$ cat src/rtl/nseq_pkg.sv
package nseq_pkg;

    // Register word indices
    localparam logic [2:0] RA_CTRL    = 3'd0;
    localparam logic [2:0] RA_CONFIRM = 3'd1;
    localparam logic [2:0] RA_ADDR_LO = 3'd2;
    localparam logic [2:0] RA_ADDR_HI = 3'd3;
    localparam logic [2:0] RA_LEN     = 3'd4;
    localparam logic [2:0] RA_IRQ     = 3'd5;
    localparam logic [2:0] RA_STATE   = 3'd6;

    // Control word bit positions
    localparam int CB_GO    = 31;
    localparam int CB_AMARK = 30;
    localparam int CB_RD    = 26;
    localparam int CB_WR    = 25;
    localparam int CB_CS    = 19;
    localparam int CF_EN    = 8;

    // Interrupt flag positions
    localparam int IB_CMD  = 31;
    localparam int IB_DATA = 28;

    typedef enum logic [3:0] {
        ST_IDLE, ST_CMD1, ST_ADDR, ST_WDATA, ST_CMD2,
        ST_TWB, ST_WAITRB, ST_RDATA, ST_DONE
    } seq_state_e;

    typedef struct packed {
        logic        rd;
        logic        wr;
        logic [3:0]  naddr;
        logic        cs;
        logic        op2_en;
        logic [7:0]  op2;
        logic [15:0] addr_lo;
        logic [31:0] addr_hi;
    } op_cfg_t;

    function automatic logic [3:0] addr_count(input logic [31:0] w);
        return w[CB_AMARK] ? ({1'b0, w[29:27]} + 4'd1) : 4'd0;
    endfunction

    function automatic logic [7:0] addr_byte(input op_cfg_t c, input logic [2:0] k);
        logic [7:0] b;
        case (k)
            3'd0:    b = c.addr_lo[7:0];
            3'd1:    b = c.addr_lo[15:8];
            3'd2:    b = c.addr_hi[7:0];
            3'd3:    b = c.addr_hi[15:8];
            3'd4:    b = c.addr_hi[23:16];
            3'd5:    b = c.addr_hi[31:24];
            default: b = 8'h00;
        endcase
        return b;
    endfunction

endpackage

$ cat src/rtl/nseq_regs.sv
module nseq_regs
    import nseq_pkg::*;
#(
    parameter int LEN_W = 12
) (
    input  logic             clk,
    input  logic             rst,
    input  logic             reg_we,
    input  logic [2:0]       reg_addr,
    input  logic [31:0]      reg_wdata,
    output logic [31:0]      reg_rdata,
    input  logic             busy_i,
    input  logic             op_done_i,
    input  logic             data_done_i,
    output logic             start_o,
    output logic [7:0]       op1_o,
    output op_cfg_t          cfg_o,
    output logic [LEN_W-1:0] len_o,
    output logic             irq_o
);

    logic [31:0]      ctrl_q;
    logic [8:0]       conf_q;
    logic [15:0]      alo_q;
    logic [31:0]      ahi_q;
    logic [LEN_W-1:0] len_q;
    logic             irq_cmd_q;
    logic             irq_dat_q;
    logic             wr_irq;

    assign start_o = reg_we && (reg_addr == RA_CTRL) && reg_wdata[CB_GO] && !busy_i;
    assign wr_irq  = reg_we && (reg_addr == RA_IRQ);

    // The operation is described by the word being written plus the staged registers
    assign op1_o         = reg_wdata[7:0];
    assign cfg_o.rd      = reg_wdata[CB_RD];
    assign cfg_o.wr      = reg_wdata[CB_WR];
    assign cfg_o.naddr   = addr_count(reg_wdata);
    assign cfg_o.cs      = reg_wdata[CB_CS];
    assign cfg_o.op2_en  = conf_q[CF_EN];
    assign cfg_o.op2     = conf_q[7:0];
    assign cfg_o.addr_lo = alo_q;
    assign cfg_o.addr_hi = ahi_q;
    assign len_o         = len_q;

    always_ff @(posedge clk) begin
        if (rst) begin
            ctrl_q    <= '0;
            conf_q    <= '0;
            alo_q     <= '0;
            ahi_q     <= '0;
            len_q     <= '0;
            irq_cmd_q <= 1'b0;
            irq_dat_q <= 1'b0;
        end else begin
            if (start_o) ctrl_q <= reg_wdata;
            if (reg_we && reg_addr == RA_CONFIRM) conf_q <= reg_wdata[8:0];
            if (reg_we && reg_addr == RA_ADDR_LO) alo_q  <= reg_wdata[15:0];
            if (reg_we && reg_addr == RA_ADDR_HI) ahi_q  <= reg_wdata;
            if (reg_we && reg_addr == RA_LEN)     len_q  <= reg_wdata[LEN_W-1:0];
            // set has priority over a clear in the same cycle
            irq_cmd_q <= op_done_i   | (irq_cmd_q & ~(wr_irq & reg_wdata[IB_CMD]));
            irq_dat_q <= data_done_i | (irq_dat_q & ~(wr_irq & reg_wdata[IB_DATA]));
        end
    end

    assign irq_o = irq_cmd_q | irq_dat_q;

    always_comb begin
        case (reg_addr)
            RA_CTRL:    reg_rdata = ctrl_q;
            RA_CONFIRM: reg_rdata = {23'd0, conf_q};
            RA_ADDR_LO: reg_rdata = {16'd0, alo_q};
            RA_ADDR_HI: reg_rdata = ahi_q;
            RA_LEN:     reg_rdata = 32'(len_q);
            RA_IRQ:     reg_rdata = {irq_cmd_q, 2'b00, irq_dat_q, 28'd0};
            RA_STATE:   reg_rdata = {31'd0, busy_i};
            default:    reg_rdata = 32'd0;
        endcase
    end

    AST_BUSY_AFTER_START: assert property (@(posedge clk) disable iff (rst)
        start_o |=> busy_i);
    AST_CTRL_HELD_BUSY: assert property (@(posedge clk) disable iff (rst)
        (busy_i && reg_we && reg_addr == RA_CTRL) |=> $stable(ctrl_q));
    AST_END_FLAGS_CMD: assert property (@(posedge clk) disable iff (rst)
        $fell(busy_i) |-> irq_cmd_q);

endmodule

$ cat src/rtl/nseq_engine.sv
module nseq_engine
    import nseq_pkg::*;
#(
    parameter int LEN_W  = 12,
    parameter int T_LOW  = 2,
    parameter int T_HIGH = 2,
    parameter int T_WB   = 20
) (
    input  logic             clk,
    input  logic             rst,
    input  logic             start_i,
    input  logic [7:0]       op1_i,
    input  op_cfg_t          cfg_i,
    input  logic [LEN_W-1:0] len_i,
    output logic             busy_o,
    output logic             op_done_o,
    output logic             data_done_o,
    output logic [1:0]       nand_ce_n_o,
    output logic             nand_cle_o,
    output logic             nand_ale_o,
    output logic             nand_we_n_o,
    output logic             nand_re_n_o,
    output logic [7:0]       nand_io_out_o,
    output logic             nand_io_oe_o,
    input  logic [7:0]       nand_io_in_i,
    input  logic             nand_rb_i,
    output logic             wsrc_take_o,
    input  logic [7:0]       wsrc_data_i,
    output logic             rsink_valid_o,
    output logic [7:0]       rsink_data_o
);

    localparam int TM0  = (T_LOW > T_HIGH) ? T_LOW : T_HIGH;
    localparam int TMAX = (TM0 > T_WB) ? TM0 : T_WB;
    localparam int TW   = $clog2(TMAX + 1);
    localparam int IW1  = LEN_W + 1;

    seq_state_e       st_q, st_n;
    logic             ph_q, ph_n;       // 0: strobe low, 1: strobe high
    logic [TW-1:0]    tmr_q, tmr_n;
    logic [LEN_W-1:0] idx_q, idx_n;
    logic [7:0]       io_q, io_n;
    op_cfg_t          cfg_q;
    logic [LEN_W-1:0] len_q;

    logic take, rstrobe, ddone, odone;
    logic bus_end, to_post_addr, to_post_wr;
    logic do_wr, do_rd, more_addr, more_data, drive;

    assign do_wr     = cfg_q.wr && (len_q != '0);
    assign do_rd     = cfg_q.rd && !cfg_q.wr && (len_q != '0);
    assign more_addr = ({1'b0, idx_q} + 1'b1) < IW1'(cfg_q.naddr);
    assign more_data = ({1'b0, idx_q} + 1'b1) < {1'b0, len_q};

    always_comb begin
        st_n = st_q; ph_n = ph_q; tmr_n = tmr_q; idx_n = idx_q; io_n = io_q;
        take = 1'b0; rstrobe = 1'b0; ddone = 1'b0; odone = 1'b0;
        bus_end = 1'b0; to_post_addr = 1'b0; to_post_wr = 1'b0;
        case (st_q)
            ST_IDLE: if (start_i) begin
                st_n = ST_CMD1; io_n = op1_i; ph_n = 1'b0; tmr_n = '0;
            end
            ST_CMD1, ST_ADDR, ST_WDATA, ST_CMD2, ST_RDATA: begin
                if (!ph_q) begin
                    if (tmr_q == TW'(T_LOW - 1)) begin
                        ph_n = 1'b1; tmr_n = '0; rstrobe = (st_q == ST_RDATA);
                    end else tmr_n = tmr_q + 1'b1;
                end else if (tmr_q != TW'(T_HIGH - 1)) tmr_n = tmr_q + 1'b1;
                else bus_end = 1'b1;
            end
            ST_TWB: if (tmr_q == TW'(T_WB - 1)) begin
                st_n = ST_WAITRB; tmr_n = '0;
            end else tmr_n = tmr_q + 1'b1;
            ST_WAITRB: if (nand_rb_i) begin
                if (do_rd) begin
                    st_n = ST_RDATA; idx_n = '0; ph_n = 1'b0; tmr_n = '0;
                end else st_n = ST_DONE;
            end
            ST_DONE: begin odone = 1'b1; st_n = ST_IDLE; end
            default: st_n = ST_IDLE;
        endcase

        if (bus_end) begin
            ph_n = 1'b0; tmr_n = '0;
            case (st_q)
                ST_CMD1: if (cfg_q.naddr != 4'd0) begin
                    st_n = ST_ADDR; idx_n = '0; io_n = addr_byte(cfg_q, 3'd0);
                end else to_post_addr = 1'b1;
                ST_ADDR: if (more_addr) begin
                    idx_n = idx_q + 1'b1; io_n = addr_byte(cfg_q, idx_q[2:0] + 3'd1);
                end else to_post_addr = 1'b1;
                ST_WDATA: if (more_data) begin
                    idx_n = idx_q + 1'b1; io_n = wsrc_data_i; take = 1'b1;
                end else begin
                    ddone = 1'b1; to_post_wr = 1'b1;
                end
                ST_CMD2: st_n = ST_TWB;
                ST_RDATA: if (more_data) idx_n = idx_q + 1'b1;
                else begin
                    ddone = 1'b1; st_n = ST_DONE;
                end
                default: ;
            endcase
        end

        if (to_post_addr) begin
            if (do_wr) begin
                st_n = ST_WDATA; idx_n = '0; io_n = wsrc_data_i; take = 1'b1;
            end else to_post_wr = 1'b1;
        end
        if (to_post_wr) begin
            if (cfg_q.op2_en) begin
                st_n = ST_CMD2; io_n = cfg_q.op2;
            end else st_n = ST_TWB;
        end
    end

    always_ff @(posedge clk) begin
        if (rst) begin
            st_q  <= ST_IDLE;
            ph_q  <= 1'b0;
            tmr_q <= '0;
            idx_q <= '0;
            io_q  <= '0;
            cfg_q <= '0;
            len_q <= '0;
        end else begin
            st_q  <= st_n;
            ph_q  <= ph_n;
            tmr_q <= tmr_n;
            idx_q <= idx_n;
            io_q  <= io_n;
            if (st_q == ST_IDLE && start_i) begin
                cfg_q <= cfg_i;
                len_q <= len_i;
            end
        end
    end

    assign drive         = (st_q == ST_CMD1) || (st_q == ST_ADDR) ||
                           (st_q == ST_WDATA) || (st_q == ST_CMD2);
    assign busy_o        = (st_q != ST_IDLE);
    assign nand_cle_o    = (st_q == ST_CMD1) || (st_q == ST_CMD2);
    assign nand_ale_o    = (st_q == ST_ADDR);
    assign nand_we_n_o   = !(drive && !ph_q);
    assign nand_re_n_o   = !((st_q == ST_RDATA) && !ph_q);
    assign nand_io_oe_o  = drive;
    assign nand_io_out_o = io_q;
    assign nand_ce_n_o   = !busy_o ? 2'b11 : (cfg_q.cs ? 2'b01 : 2'b10);
    assign wsrc_take_o   = take;
    assign rsink_valid_o = rstrobe;
    assign rsink_data_o  = nand_io_in_i;
    assign data_done_o   = ddone;
    assign op_done_o     = odone;

    AST_READY_BEFORE_READ: assert property (@(posedge clk) disable iff (rst)
        !nand_re_n_o |-> nand_rb_i);
    AST_CE_HELD: assert property (@(posedge clk) disable iff (rst)
        (busy_o && $past(busy_o)) |-> $stable(nand_ce_n_o));
    AST_ONE_STROBE: assert property (@(posedge clk) disable iff (rst)
        !(!nand_we_n_o && !nand_re_n_o));

endmodule

$ cat src/rtl/nand_cmd_seq.sv
module nand_cmd_seq
    import nseq_pkg::*;
#(
    parameter int LEN_W  = 12,
    parameter int T_LOW  = 2,
    parameter int T_HIGH = 2,
    parameter int T_WB   = 20
) (
    input  logic        clk,
    input  logic        rst,
    input  logic        reg_we,
    input  logic [2:0]  reg_addr,
    input  logic [31:0] reg_wdata,
    output logic [31:0] reg_rdata,
    output logic        irq,
    output logic [1:0]  nand_ce_n,
    output logic        nand_cle,
    output logic        nand_ale,
    output logic        nand_we_n,
    output logic        nand_re_n,
    output logic [7:0]  nand_io_out,
    output logic        nand_io_oe,
    input  logic [7:0]  nand_io_in,
    input  logic        nand_rb,
    output logic        wsrc_take,
    input  logic [7:0]  wsrc_data,
    output logic        rsink_valid,
    output logic [7:0]  rsink_data
);

    logic             busy, op_done, data_done, start;
    logic [7:0]       op1;
    op_cfg_t          cfg;
    logic [LEN_W-1:0] len;

    nseq_regs #(.LEN_W(LEN_W)) u_regs (
        .clk(clk), .rst(rst),
        .reg_we(reg_we), .reg_addr(reg_addr), .reg_wdata(reg_wdata), .reg_rdata(reg_rdata),
        .busy_i(busy), .op_done_i(op_done), .data_done_i(data_done),
        .start_o(start), .op1_o(op1), .cfg_o(cfg), .len_o(len), .irq_o(irq)
    );

    nseq_engine #(.LEN_W(LEN_W), .T_LOW(T_LOW), .T_HIGH(T_HIGH), .T_WB(T_WB)) u_engine (
        .clk(clk), .rst(rst),
        .start_i(start), .op1_i(op1), .cfg_i(cfg), .len_i(len),
        .busy_o(busy), .op_done_o(op_done), .data_done_o(data_done),
        .nand_ce_n_o(nand_ce_n), .nand_cle_o(nand_cle), .nand_ale_o(nand_ale),
        .nand_we_n_o(nand_we_n), .nand_re_n_o(nand_re_n),
        .nand_io_out_o(nand_io_out), .nand_io_oe_o(nand_io_oe),
        .nand_io_in_i(nand_io_in), .nand_rb_i(nand_rb),
        .wsrc_take_o(wsrc_take), .wsrc_data_i(wsrc_data),
        .rsink_valid_o(rsink_valid), .rsink_data_o(rsink_data)
    );

endmodule

$ cat config.mk
export PLATFORM = sky130hd
export DESIGN_NAME = nand_cmd_seq
export DESIGN_NICKNAME = d
export VERILOG_FILES = /design/src/rtl/nseq_pkg.sv /design/src/rtl/nseq_regs.sv /design/src/rtl/nseq_engine.sv /design/src/rtl/nand_cmd_seq.sv
export SDC_FILE = /design/constraint.sdc
export NUM_CORES = 1
export LEC_CHECK = 0
export ABC_CLOCK_PERIOD_IN_PS = 7800
export BUFFER_PORTS_ARGS = -buffer_cell sky130_fd_sc_hd__buf_2
export CAP_MARGIN = 10
export CORE_ASPECT_RATIO = 1.4
export CORE_MARGIN = 3
export CORE_UTILIZATION = 30
export CTS_CLUSTER_SIZE = 28
export DETAILED_ROUTE_END_ITERATION = 10
export PLACE_DENSITY = 0.48
export SLEW_MARGIN = 20
export SYNTH_ARGS = -nofsm -noshare
export SYNTH_HDL_FRONTEND = slang
export SYNTH_SLANG_ARGS = --single-unit
$ cat constraint.sdc
create_clock -name clk -period 7.8 [get_ports clk]
set_input_delay 0 -clock clk [delete_from_list [all_inputs] [get_ports clk]]
set_output_delay 0 -clock clk [all_outputs]
set_load 0.03 [all_outputs]
==> impl_metrics.csv <==
group,metric,value,unit
run_status,status,"finished, final reports clean",
synthesis,syn_area_per_cell,7.61,um^2
job,cap_viol_max_count,0,
min_path,hold_depth,0,
clock_network,cts.sinks,209,
die,dieArea,36900,um^2
clock_network,cts_setup_buffers,0,
synthesis,syn_area,10400,um^2
drt,vias,9872,
setup_path,r2r_start,"u_engine.idx_q[6]",
sta,rsz0062_at_grt,"false",
global_route,antenna_found_initial,0,
synthesis,synth_xor_area_share,1.62,%
setup_path,rrSetupSlack,3510,ps
clock_network,tritoncts,"yes",
synthesis,synth_cells,1363,
setup_path,worst_r2r_endpoint,"u_engine.nand_io_out_o[5]",
setup_path,crit_path_frequent_cell,"nor3_1",
synthesis,muxShareOfSynthArea,3.06,%
setup_path,startpoint_type,"flop",
min_path,hold_start,"nand_io_in[3]",
die,die_y,226,um
setup_path,cp_num_buf_inv,2,
drt,viasPerCell,5.23,
drt,drt-initial-drc-count,643,
die,core_area,33700,um^2
setup_path,critPathMaxFanout,12,
setup_path,critPathRequiredTime,7800,ps
setup_path,reg2regPathDepth,14,
power_and_ir_drop,ir_drop,0.000128,V
drt,ant_nets,0,
drt,drcViolationCount,0,
sta,min_period,4370,ps
drt,routed_wl,35800,um
sta,hold_viol_final,0,
placed_design,dp_hpwl,25000,um
synthesis,synthSimpleGateAreaFrac,24.7,%
synthesis,synth_fa_ha_area_share,2.29,%
sta,timing.fmax,229,MHz
sta,relSlewSlack,29.6,%
min_path,hp-class,"input port to output pin",
sta,hold-worst-slack,0.0132,ps
global_route,grt_use_total,19.0,%
synthesis,synth_seq_cells,209,
clock_network,cts_max_level,1,
synthesis,synth_cell_types,80,
synthesis,synth_nets,1437,
global_route,grt_pass1_wl,55200,um
clock_network,clk_latency,520,ps
power_and_ir_drop,power.leakage,4.32,nW
synthesis,ys_warn_count,0,
die,initial_utilization,30.8,%
synthesis,yosysSeqAreaShare,40.3,%
drt,dr.pass1.iters,5,
sta,drv_slew,0,
clock_network,numCtsBuffers,23,
setup_path,critPathKind,"flop to output pin",
cells_and_area,area_growth,17.5,%
sta,setup_violations,0,
setup_path,critPathTopFamily,"simple AND/OR/NAND/NOR gates",
setup_path,crit_path_end_kind,"output pin",
cells_and_area,nets,1502,
synthesis,synth_edf_count,0,
min_path,min_to,"rsink_data[3]",
die,die_w,163,um
setup_path,slowest_stage,"dfxtp_1",
synthesis,synthArstFlopShare,0,%
sta,worst_slew_pin_slew,1050,ps
global_route,grt_max_degree,102,
setup_path,arrival,4370,ps
cells_and_area,antenna_cells,0,
drt,wire_per_inst,19.0,um
clock_network,cts_buffer_depth,3,
placed_design,io_buffer_count,96,
die,pin_count,113,
clock_network,path_clk_slew,60,ps
sta,clock_skew,16.2,ps
sta,fin_crit_sh,56.0,%
synthesis,synth_ff_type,"dfxtp_1",
setup_path,crit_chain,"nand3_2 -> nor3_1 -> and3_1 -> xor2_1 -> ha_1 -> inv_1 -> nor3_1 -> a311o_1 -> nor3_1 -> a32oi_2 -> nor2_1 -> a21o_1 -> buf_2",
power_and_ir_drop,powerDensity,190,nW/um^2
die,num_rows,79,
clock_network,cts-root-buf,"clkbuf_16",
global_route,grt.overflow.total,0,
sta,timing.setup.tns,0,ps
global_route,first_global_vias,9479,
synthesis,synth_top_family_by_area,"simple AND/OR/NAND/NOR gates",
placed_design,gp_congestion,0.867,
setup_path,slowest_delay,590,ps
cells_and_area,drive_gt1_share,12.7,%
synthesis,synth_compound_area_share,22.3,%
-- sequential cells by signal, summed over array words and instances (netlist names), 4 cells and up --
signal and cells:
u_engine.cfg_q 64, u_engine.idx_q 12, u_engine.len_q 12, u_engine.nand_io_out_o 8
u_engine.st_q 4, u_engine.tmr_q 5, u_regs.ahi_q 32, u_regs.alo_q 16
u_regs.conf_q 9, u_regs.ctrl_q 32, u_regs.len_o 12
-- logic make-up (layout without fill, tap and decap cells) --
logic type,count (synthesis),after routing
AO/OA/AOI/OAI,371,371
XOR/XNOR,16,16
adder cells (fa/ha/maj),19,19
buffers and inverters,139,219
flip-flops,209,209
multiplexers,21,21
AND/OR/NAND/NOR,588,588
-- power by group --
group | total [mW] | internal (mW) | switching [mW]
combinational | 0.138 | 0.0471 | 0.0911
sequential | 1.09 | 1.08 | 0.00937
clock | 1.09 | 0.639 | 0.449
-- worst max path at each step --
stage	from	to	slack (ps)	depth (start not counted)
global route	u_engine.idx_q[6]	wsrc_take	3130	13
CTS	u_engine.idx_q[0]	wsrc_take	3150	10
global placement	u_engine.idx_q[0]	u_engine.idx_q[10]	3270	12
floorplan	u_engine.idx_q[0]	u_engine.st_q[2]	4450	14
finish	u_engine.idx_q[6]	wsrc_take	3430	13
detailed placement	u_engine.idx_q[0]	u_engine.idx_q[10]	3200	12
-- synthesized netlist by cell type (8+ instances only) --
cell | number | area [um^2]
nand2_1 | 401 | 1510
dfxtp_1 | 209 | 4180
a21oi_1 | 191 | 956
clkbuf_1 | 75 | 282
nor2_1 | 63 | 236
a22oi_1 | 39 | 293
inv_1 | 32 | 120
nand3_1 | 32 | 160
o21ai_0 | 32 | 160
a31oi_1 | 23 | 144
ha_1 | 19 | 238
nor3_1 | 16 | 80.1
a211oi_1 | 14 | 105
buf_1 | 12 | 45.0
buf_4 | 12 | 90.1
nand4_1 | 9 | 56.3
mux4_2 | 8 | 180
nor2b_1 | 8 | 50.1
xnor2_1 | 8 | 70.1
-- through the flow --
step	utilization, %	instance area (um^2)	power (mW)	worst slack (ps)	cells
3_5_place_dp	32.8	11000	1.24	3200	1807
5_1_grt	36.2	12200	2.40	3130	1888
4_1_cts	36.1	12200	2.34	3150	1888
6_report	36.2	12200	2.31	3430	1888
2_1_floorplan	-	10400	1.19	4450	1363
3_3_place_gp	32.8	11000	1.23	3270	1807
-- cell type report --
cell class	count	area, um^2
Multi-Input combinational cell	1015	5630
Sequential cell	209	4180
Clock buffer	34	647
Timing Repair Buffer	147	972
Clock inverter	6	83.8
Fill cell	3557	21500
Tap cell	445	557
Inverter	32	120
-- timing repair --
action	CTS	global route
gates resized for setup	0	0
endpoints found under the hold margin	119	0
hold buffers	41	0
-- layer usage --
layer,global-route usage (%),up-vias,part of all wire (%)
met2,33.9,253,51
met1,23.6,4703,41
met5,0,-,0
li1,-,4856,-
met3,1.94,60,4.1
met4,6.93,0,3.3
-- layout by cell type, fill, tap and decap left out, drive strengths merged, types with 7 or more instances in the layout --
cell type,count
dfxtp,209
mux4,8
mux2i,7
o21ai,34
nor2,64
dlygate4sd3,41
a21o,7
a211oi,15
nor2b,8
ha,19
nand4,9
a22oi,39
a21oi,193
nor3,17
clkbuf,34
nand2,403
xnor2,8
a31oi,23
nand3,35
buf,106
inv,33
(Power assumes the default switching activity.)
